[src/rtl/pfd_pkg.sv]
package pfd_pkg;

    localparam int CH_REF = 0;
    localparam int CH_DIV = 1;
    localparam int N_CH   = 2;

    typedef struct packed {
        logic div_f;
        logic ref_f;
    } pfd_flags_t;

    typedef struct packed {
        logic up;
        logic dn;
    } pfd_drive_t;

    typedef enum logic [1:0] {
        PAIR_IDLE = 2'd0,
        PAIR_ONE  = 2'd1,
        PAIR_BOTH = 2'd2
    } pair_state_e;

    function automatic pair_state_e classify(pfd_flags_t f);
        if (f.ref_f && f.div_f)
            return PAIR_BOTH;
        else if (f.ref_f || f.div_f)
            return PAIR_ONE;
        else
            return PAIR_IDLE;
    endfunction

    function automatic pfd_drive_t steer(pfd_flags_t f, logic pos);
        pfd_drive_t d;
        d.up = pos ? f.ref_f : f.div_f;
        d.dn = pos ? f.div_f : f.ref_f;
        return d;
    endfunction

endpackage

[src/rtl/pfd_edge_det.sv]
module pfd_edge_det #(
    parameter int N = 2
) (
    input  logic         clk,
    input  logic [N-1:0] sig,
    output logic [N-1:0] rise
);
    logic [N-1:0] prev_q;

    for (genvar i = 0; i < N; i++) begin : g_ch
        always_ff @(posedge clk) begin
            prev_q[i] <= sig[i];
        end
        assign rise[i] = sig[i] & ~prev_q[i];
    end
endmodule

[src/rtl/pfd_core.sv]
module pfd_core
    import pfd_pkg::*;
(
    input  logic              clk,
    input  logic              rst,
    input  logic [N_CH-1:0]   rise,
    output pfd_flags_t        flags_q
);
    pfd_flags_t flags_d;

    always_comb begin
        if (classify(flags_q) == PAIR_BOTH) begin
            flags_d.ref_f = rise[CH_REF];
            flags_d.div_f = rise[CH_DIV];
        end else begin
            flags_d.ref_f = flags_q.ref_f | rise[CH_REF];
            flags_d.div_f = flags_q.div_f | rise[CH_DIV];
        end
    end

    always_ff @(posedge clk) begin
        if (rst)
            flags_q <= '0;
        else
            flags_q <= flags_d;
    end
endmodule

[src/rtl/pfd_lock_det.sv]
module pfd_lock_det
    import pfd_pkg::*;
#(
    parameter int LOCK_CNT = 8,
    parameter int WINDOW   = 1
) (
    input  logic       clk,
    input  logic       rst,
    input  pfd_flags_t flags,
    output logic       lock
);
    localparam int GW = $clog2(LOCK_CNT + 1);
    localparam int EW = $clog2(WINDOW + 2);
    localparam logic [GW-1:0] GOOD_MAX = GW'(LOCK_CNT);
    localparam logic [EW-1:0] WIN      = EW'(WINDOW);

    logic [EW-1:0] err_q;
    logic [GW-1:0] good_q;

    always_ff @(posedge clk) begin
        if (rst) begin
            err_q  <= '0;
            good_q <= '0;
        end else begin
            unique case (classify(flags))
                PAIR_BOTH: begin
                    err_q <= '0;
                    if (err_q <= WIN && good_q != GOOD_MAX)
                        good_q <= good_q + 1'b1;
                end
                PAIR_ONE: begin
                    if (err_q <= WIN)
                        err_q <= err_q + 1'b1;
                    if (err_q >= WIN)
                        good_q <= '0;
                end
                default: begin
                    err_q <= '0;
                end
            endcase
        end
    end

    assign lock = (good_q == GOOD_MAX);
endmodule

[src/rtl/phase_lock_detector.sv]
module phase_lock_detector
    import pfd_pkg::*;
#(
    parameter int LOCK_CNT = 8,
    parameter int WINDOW   = 1
) (
    input  logic clk,
    input  logic rst,
    input  logic ref_in,
    input  logic div_in,
    input  logic pol,
    output logic up,
    output logic dn,
    output logic lock,
    output logic mon
);
    logic [N_CH-1:0] sig_vec;
    logic [N_CH-1:0] rise_vec;
    pfd_flags_t      flags;
    pfd_drive_t      drive;

    always_comb begin
        sig_vec         = '0;
        sig_vec[CH_REF] = ref_in;
        sig_vec[CH_DIV] = div_in;
    end

    pfd_edge_det #(.N(N_CH)) u_edge (
        .clk  (clk),
        .sig  (sig_vec),
        .rise (rise_vec)
    );

    pfd_core u_core (
        .clk     (clk),
        .rst     (rst),
        .rise    (rise_vec),
        .flags_q (flags)
    );

    pfd_lock_det #(.LOCK_CNT(LOCK_CNT), .WINDOW(WINDOW)) u_lock (
        .clk   (clk),
        .rst   (rst),
        .flags (flags),
        .lock  (lock)
    );

    assign drive = steer(flags, pol);
    assign up    = drive.up;
    assign dn    = drive.dn;
    assign mon   = pol ? ref_in : div_in;
endmodule

[config.mk]
export PLATFORM = sky130hd
export DESIGN_NAME = phase_lock_detector
export DESIGN_NICKNAME = d
export VERILOG_FILES = /design/src/rtl/pfd_pkg.sv /design/src/rtl/pfd_edge_det.sv /design/src/rtl/pfd_core.sv /design/src/rtl/pfd_lock_det.sv /design/src/rtl/phase_lock_detector.sv
export SDC_FILE = /design/constraint.sdc
export NUM_CORES = 1
export LEC_CHECK = 0
export BUFFER_PORTS_ARGS = -buffer_cell sky130_fd_sc_hd__buf_2
export CORE_ASPECT_RATIO = 0.75
export CORE_MARGIN = 10
export CORE_UTILIZATION = 27
export CTS_BUF_LIST = sky130_fd_sc_hd__clkbuf_4
export CTS_CLUSTER_DIAMETER = 200
export DETAILED_ROUTE_END_ITERATION = 10
export GPL_ROUTABILITY_DRIVEN = 0
export MAX_ROUTING_LAYER = met4
export PLACE_DENSITY = 0.47
export SLEW_MARGIN = 20
export SYNTH_ARGS = -nofsm -noshare
export SYNTH_HDL_FRONTEND = slang
export SYNTH_SLANG_ARGS = --single-unit
[constraint.sdc]
create_clock -name clk -period 1.5 [get_ports clk]
set_input_delay 0.075 -clock clk [delete_from_list [all_inputs] [get_ports clk]]
set_output_delay 0.075 -clock clk [all_outputs]
set_load 0.1 [all_outputs]
Word-level counts from Yosys, hierarchy flattened
Cells that the tools add are included.
Word-level totals
  register bits after elaboration: 10
  input bits: 5
  output and inout port bits: 4
Cells by class
  $add $sub $neg: 2
  order comparisons: 2
  eq/ne operators: 7
  muxes and demuxes: 10
  bitwise operators: 7
  reduce and logical (&&, ||, !) cells: 6
Operator list (number)
  4-bit 2-to-1 mux: 2
  4-bit case mux with 2 select lines: 1
  2-bit 2-to-1 mux: 3
  4-bit by 1-bit adder with 4-bit output (second input constant): 1
  2-bit equality test (second input constant): 2
  4-bit equality test (second input constant): 1
  1-bit 2-to-1 mux: 4
  2-bit by 1-bit inequality test with 1-bit output (second input constant): 2
  4-bit inequality test (second input constant): 1
  1-bit NOT: 3
  3-bit AND reduction: 1
  2-bit by 1-bit adder with 2-bit output (second input constant): 1
  1-bit bitwise AND: 2
  2-bit by 1-bit equality test with 1-bit output (second input constant): 1
  2-bit by 1-bit >= comparator with 1-bit output (second input constant): 1
  2-bit by 1-bit <= comparator with 1-bit output (second input constant): 1
  1-bit logical AND: 2
  1-bit OR: 2
  2-bit nonzero test: 1
  2-bit OR reduction: 1
  1-bit logical OR: 1

Depth between registers and ports, before layout
  word-level depth: 7
  depth in mapped cells: 6

Cells and area by module
From an unflattened synthesis, not the netlist that was laid out.
Second synthesis, totals
  cells, all modules: 63
  area total of the unflattened synthesis: 605.6 µm²
Modules (own cells, without submodules)
  pfd_lock_det: instances 1, cells each 48, area an instance 434.2 µm², seq. area each 120.1 µm²
  pfd_core: instances 1, cells each 8, area an instance 70.1 µm², seq. area each 40.0 µm²
  pfd_edge_det: instances 1, cells each 4, area an instance 67.6 µm², seq. area each 40.0 µm²
  phase_lock_detector: instances 1, cells each 3, area an instance 33.8 µm², seq. area each 0.0 µm²

Least setup slack after synthesis
No wires, ideal clock.
  path type: reg2out
  start: register u_core.flags_q[0] (netlist name)
  end: output dn
  arrival time: 2.512 ns
  data required time: 1.425 ns
  setup slack: -1.087 ns
  stages on the path, launching flop included: 3
  buffers on the path: 0
  path through: dfxtp_1 inv_1 o21ai_0
Between the ends
  word-level cells in the longest chain between the ends: 1
Ends and longest elaborated chain
  start: declaration: RTL line pfd_core.sv:7  | output pfd_flags_t flags_q
  start signal: assignment: RTL line pfd_core.sv:25  | flags_q <= flags_d;
  1-bit 2-to-1 mux: RTL line pfd_pkg.sv:35  | d.dn = pos ? f.div_f : f.ref_f;
  end: declaration: RTL line phase_lock_detector.sv:13  | output logic dn,
No other way between the ends.

Worst setup path after layout
  start: register u_lock.good_q[1]
  end: register u_lock.good_q[1]
Between the ends
  word-level cells in the longest chain between the ends: 4
  elaborated cells on any way between the ends: 7
  those cells by class: add/sub (1); eq/ne (2); mux (2); reduce/logical (2)
Ends and longest elaborated chain
  start: declaration: RTL line pfd_lock_det.sv:18  | logic [GW-1:0] good_q;
  start signal: assignment: RTL line pfd_lock_det.sv:29  | good_q <= good_q + 1'b1;
  parallel branches: the longest is 4 deep, another holds 4-bit by 1-bit adder with 4-bit output
Parallel ways; which one is timed is not known. The select of a mux whose other input is x is not followed.
A chain may end at the register's enable or synchronous reset.

==> impl_metrics.json <==
{
  "min_to": "u_core.flags_q[1]",
  "status": "finished, violations left",
  "clockRootBuffer": "clkbuf_4",
  "ios": 9,
  "synth_top_family_by_area": "simple AND/OR/NAND/NOR gates",
  "cts_buffer_depth": 2,
  "ant_nets": 0,
  "vias": 502,
  "dp.cells": 99,
  "cp-start-kind": "flop",
  "viasPerCell": 4.648,
  "crit_chain": "inv_2, ha_4, and3b_4, o31a_1, or4b_4, o31ai_2",
  "grt_overflow": 0,
  "cts_buffers": 3,
  "antenna_found_initial": 0,
  "dieArea_mm2": 0.004136,
  "end_kind": "flop",
  "netlist_area_um2": 526.8,
  "synthSimpleGateAreaFrac": 0.2399,
  "fin_nets": 98,
  "setup_viol_count_final": 4,
  "ys_types": 23,
  "cp_data_required_time_ns": 1.69,
  "min_path_cells": 2,
  "instances_no_fill": 108,
  "dp_hpwl_um": 955.7,
  "critPathKind": "reg2reg",
  "yosysMostFrequentCell": "dfxtp_1",
  "grt_pass1_vias": 472,
  "reg2reg_depth": 6,
  "netlist_top_cells_count": "dfxtp_1, inv_1, ha_1",
  "firstDrtPassIters": 4,
  "dpl_cell_area_um2": 715.7,
  "skew_ns": 0.001231,
  "fin_util": 0.4692,
  "yosys.area_share.adder": 0.1425,
  "leakagePower_nw": 0.3577,
  "yosys-top-cells-area": "dfxtp_1, ha_1, inv_1",
  "regToRegStartpoint": "u_lock.good_q[1]",
  "drt_iter0_drc": 9,
  "synth_edf_count": 0,
  "seq_area_frac_synth": 0.3800,
  "routed_wl_mm": 1.390,
  "rows": 13,
  "yosys.area_share.xor_xnor": 0.01663,
  "cts_sinks": 10,
  "finalWorstSetupSlack_ns": -0.1744,
  "synth.avg_cell_area_um2": 8.779,
  "port_buffers": 8,
  "wire_per_inst_um": 12.87,
  "yosysTopAreaCellShare": 0.3800,
  "muxShareOfSynthArea": 0,
  "drv_cap": 0,
  "layout_min_cycle_time_ns": 1.674,
  "rsz0062_at_grt": "true",
  "grt_pass1_wl_mm": 2.173,
  "fmax_ghz": 0.5972,
  "path_clk_slew_ns": 0.07,
  "worstHoldPathType": "in2reg",
  "min_period_over_period": 1.116,
  "fp.coreArea_mm2": 0.001789,
  "grt_max_degree": 12,
  "critPathSlowestCell": "or4b_4",
  "crit_fanout": 4,
  "path_buf_inv": 1,
  "yosys_most_used_dff": "dfxtp_1",
  "antenna_cells": 0,
  "die_x_um": 71,
  "slew_headroom": 0.6706,
  "synthCells": 60,
  "area_delta_synth_final_pct": 59.38,
  "cts_max_level": 1,
  "tightest_slew_ns": 0.4975,
  "critPathTopFamily": "simple AND/OR/NAND/NOR gates",
  "cts_tree": "yes",
  "drive_gt1_frac": 0.4767,
  "ys_ff_latch": 10,
  "fp.dieH_um": 58.25,
  "finalHoldViolCount": 0,
  "gr-usage-all-layers": 0.06828,
  "regToRegSetupSlack_ns": -0.17,
  "violations": "setup timing",
  "hold_slack_ns": 0.1293,
  "start_util": 0.2944,
  "yosys_warnings": 0,
  "drcViolationCount": 0,
  "ir_drop_uv": 446.5,
  "max_stage_delay_ns": 0.49,
  "min-delay-start": "rst",
  "setup_tns_ns": -0.5002,
  "synth_top_cell_by_area": "dfxtp_1",
  "slew_viol_final": 0,
  "cellPowerDensity_mw_per_mm2": 927.9,
  "fin_area_um2": 839.6,
  "arrival_ns": 1.86,
  "ys_async_sr_fraction": 0,
  "synth_compound_area_frac": 0.1496,
  "syn_nets": 71,
  "worstSkewPairLatency_ns": 0.27,
  "timing.rr.end": "u_lock.good_q[1]"
}
[layout make-up]
| cell class | instances | area, um2 |
|---|---|---|
| Multi-Input combinational cell | 40 | 351.6 |
| Sequential cell | 10 | 205.2 |
| Clock buffer | 3 | 22.52 |
| Timing Repair Buffer | 23 | 195.2 |
| Fill cell | 177 | 949.7 |
| Inverter | 9 | 33.78 |
| Tap cell | 22 | 27.53 |
| Clock inverter | 1 | 3.754 |
[cells by family (layout without fill, tap and decap cells)]
group	count (synthesis)	count (layout)
XOR/XNOR	1	1
AND/OR/NAND/NOR	21	21
adder cells (fa/ha/maj)	6	6
buffers and inverters	10	36
flip-flops	10	10
AO/OA/AOI/OAI	12	12
[flip-flops by register name, summed over array words and instances, names as in the netlist]
name / count
u_core.flags_q: 2
u_edge.prev_q: 2
u_lock.err_q: 2
u_lock.good_q: 4
[cell usage in the layout, fill, tap and decap left out, types with 2 or more instances in the layout]
cell type	netlist	final
nand2_1	4	4
inv_1	9	7
buf_6	0	2
inv_2	0	2
clkbuf_4	0	3
o31ai_2	0	2
buf_2	0	6
buf_12	0	2
nor2_1	3	2
dlygate4sd3_1	0	2
nor3b_1	2	2
buf_4	0	11
dfxtp_2	0	4
ha_1	6	5
dfxtp_1	10	6
nor2b_1	3	3
o22ai_1	2	2
o21ai_2	0	3
or4_1	2	2
[worst reg2reg max path, cell delays in order (launching register included)]
cell     delay, ns
dfxtp_2       0.34
inv_2         0.05
ha_4          0.14
and3b_4       0.18
o31a_1        0.32
or4b_4        0.49
o31ai_2       0.07
[timing repair]
item | CTS | global route
endpoints found under the hold margin | 2 | 0
gates resized for setup | 2 | 11
endpoints found under the setup margin | 4 | 5
buffers inserted | 0 | 3
hold buffers | 2 | 0
pin swaps | 1 | 3
[per-layer routing]
| layer | track usage | routed length [um] | vias to the layer above |
|---|---|---|---|
| li1 | - | - | 259 |
| met1 | 0.07929 | 632 | 237 |
| met2 | 0.09759 | 691 | 4 |
| met3 | 0.03571 | 53 | 2 |
| met4 | 0.02479 | 13 | 0 |
| met5 | - | 0 | - |
[worst max path at each step]
stage | from | to | slack, ns | depth (start not counted)
after floorplan | u_lock.good_q[0] | u_lock.good_q[1] | -0.30 | 6
after global placement | u_lock.good_q[1] | u_lock.good_q[3] | -0.15 | 6
after detailed placement | u_lock.good_q[1] | u_lock.good_q[1] | -0.16 | 6
after CTS | u_lock.good_q[0] | u_lock.good_q[1] | -0.16 | 6
after global routing | u_lock.good_q[1] | u_lock.good_q[1] | -0.23 | 6
final | u_lock.good_q[1] | u_lock.good_q[1] | -0.17 | 6
[per-stage QoR]
stage | worst slack (ns) | power, mW
final | -0.1744 | 0.7790
after global routing | -0.2266 | 0.8380
after CTS | -0.1616 | 0.7353
after detailed placement | -0.1590 | 0.5278
after global placement | -0.1486 | 0.5271
after floorplan | -0.3004 | 0.4427
[report_power, final]
group	switching (mW)	internal [mW]	leakage, nW
sequential	0.0134	0.289	0.0837
combinational	0.152	0.125	0.259
clock	0.104	0.0964	0.0154
Power figures use the tool's default switching activity.
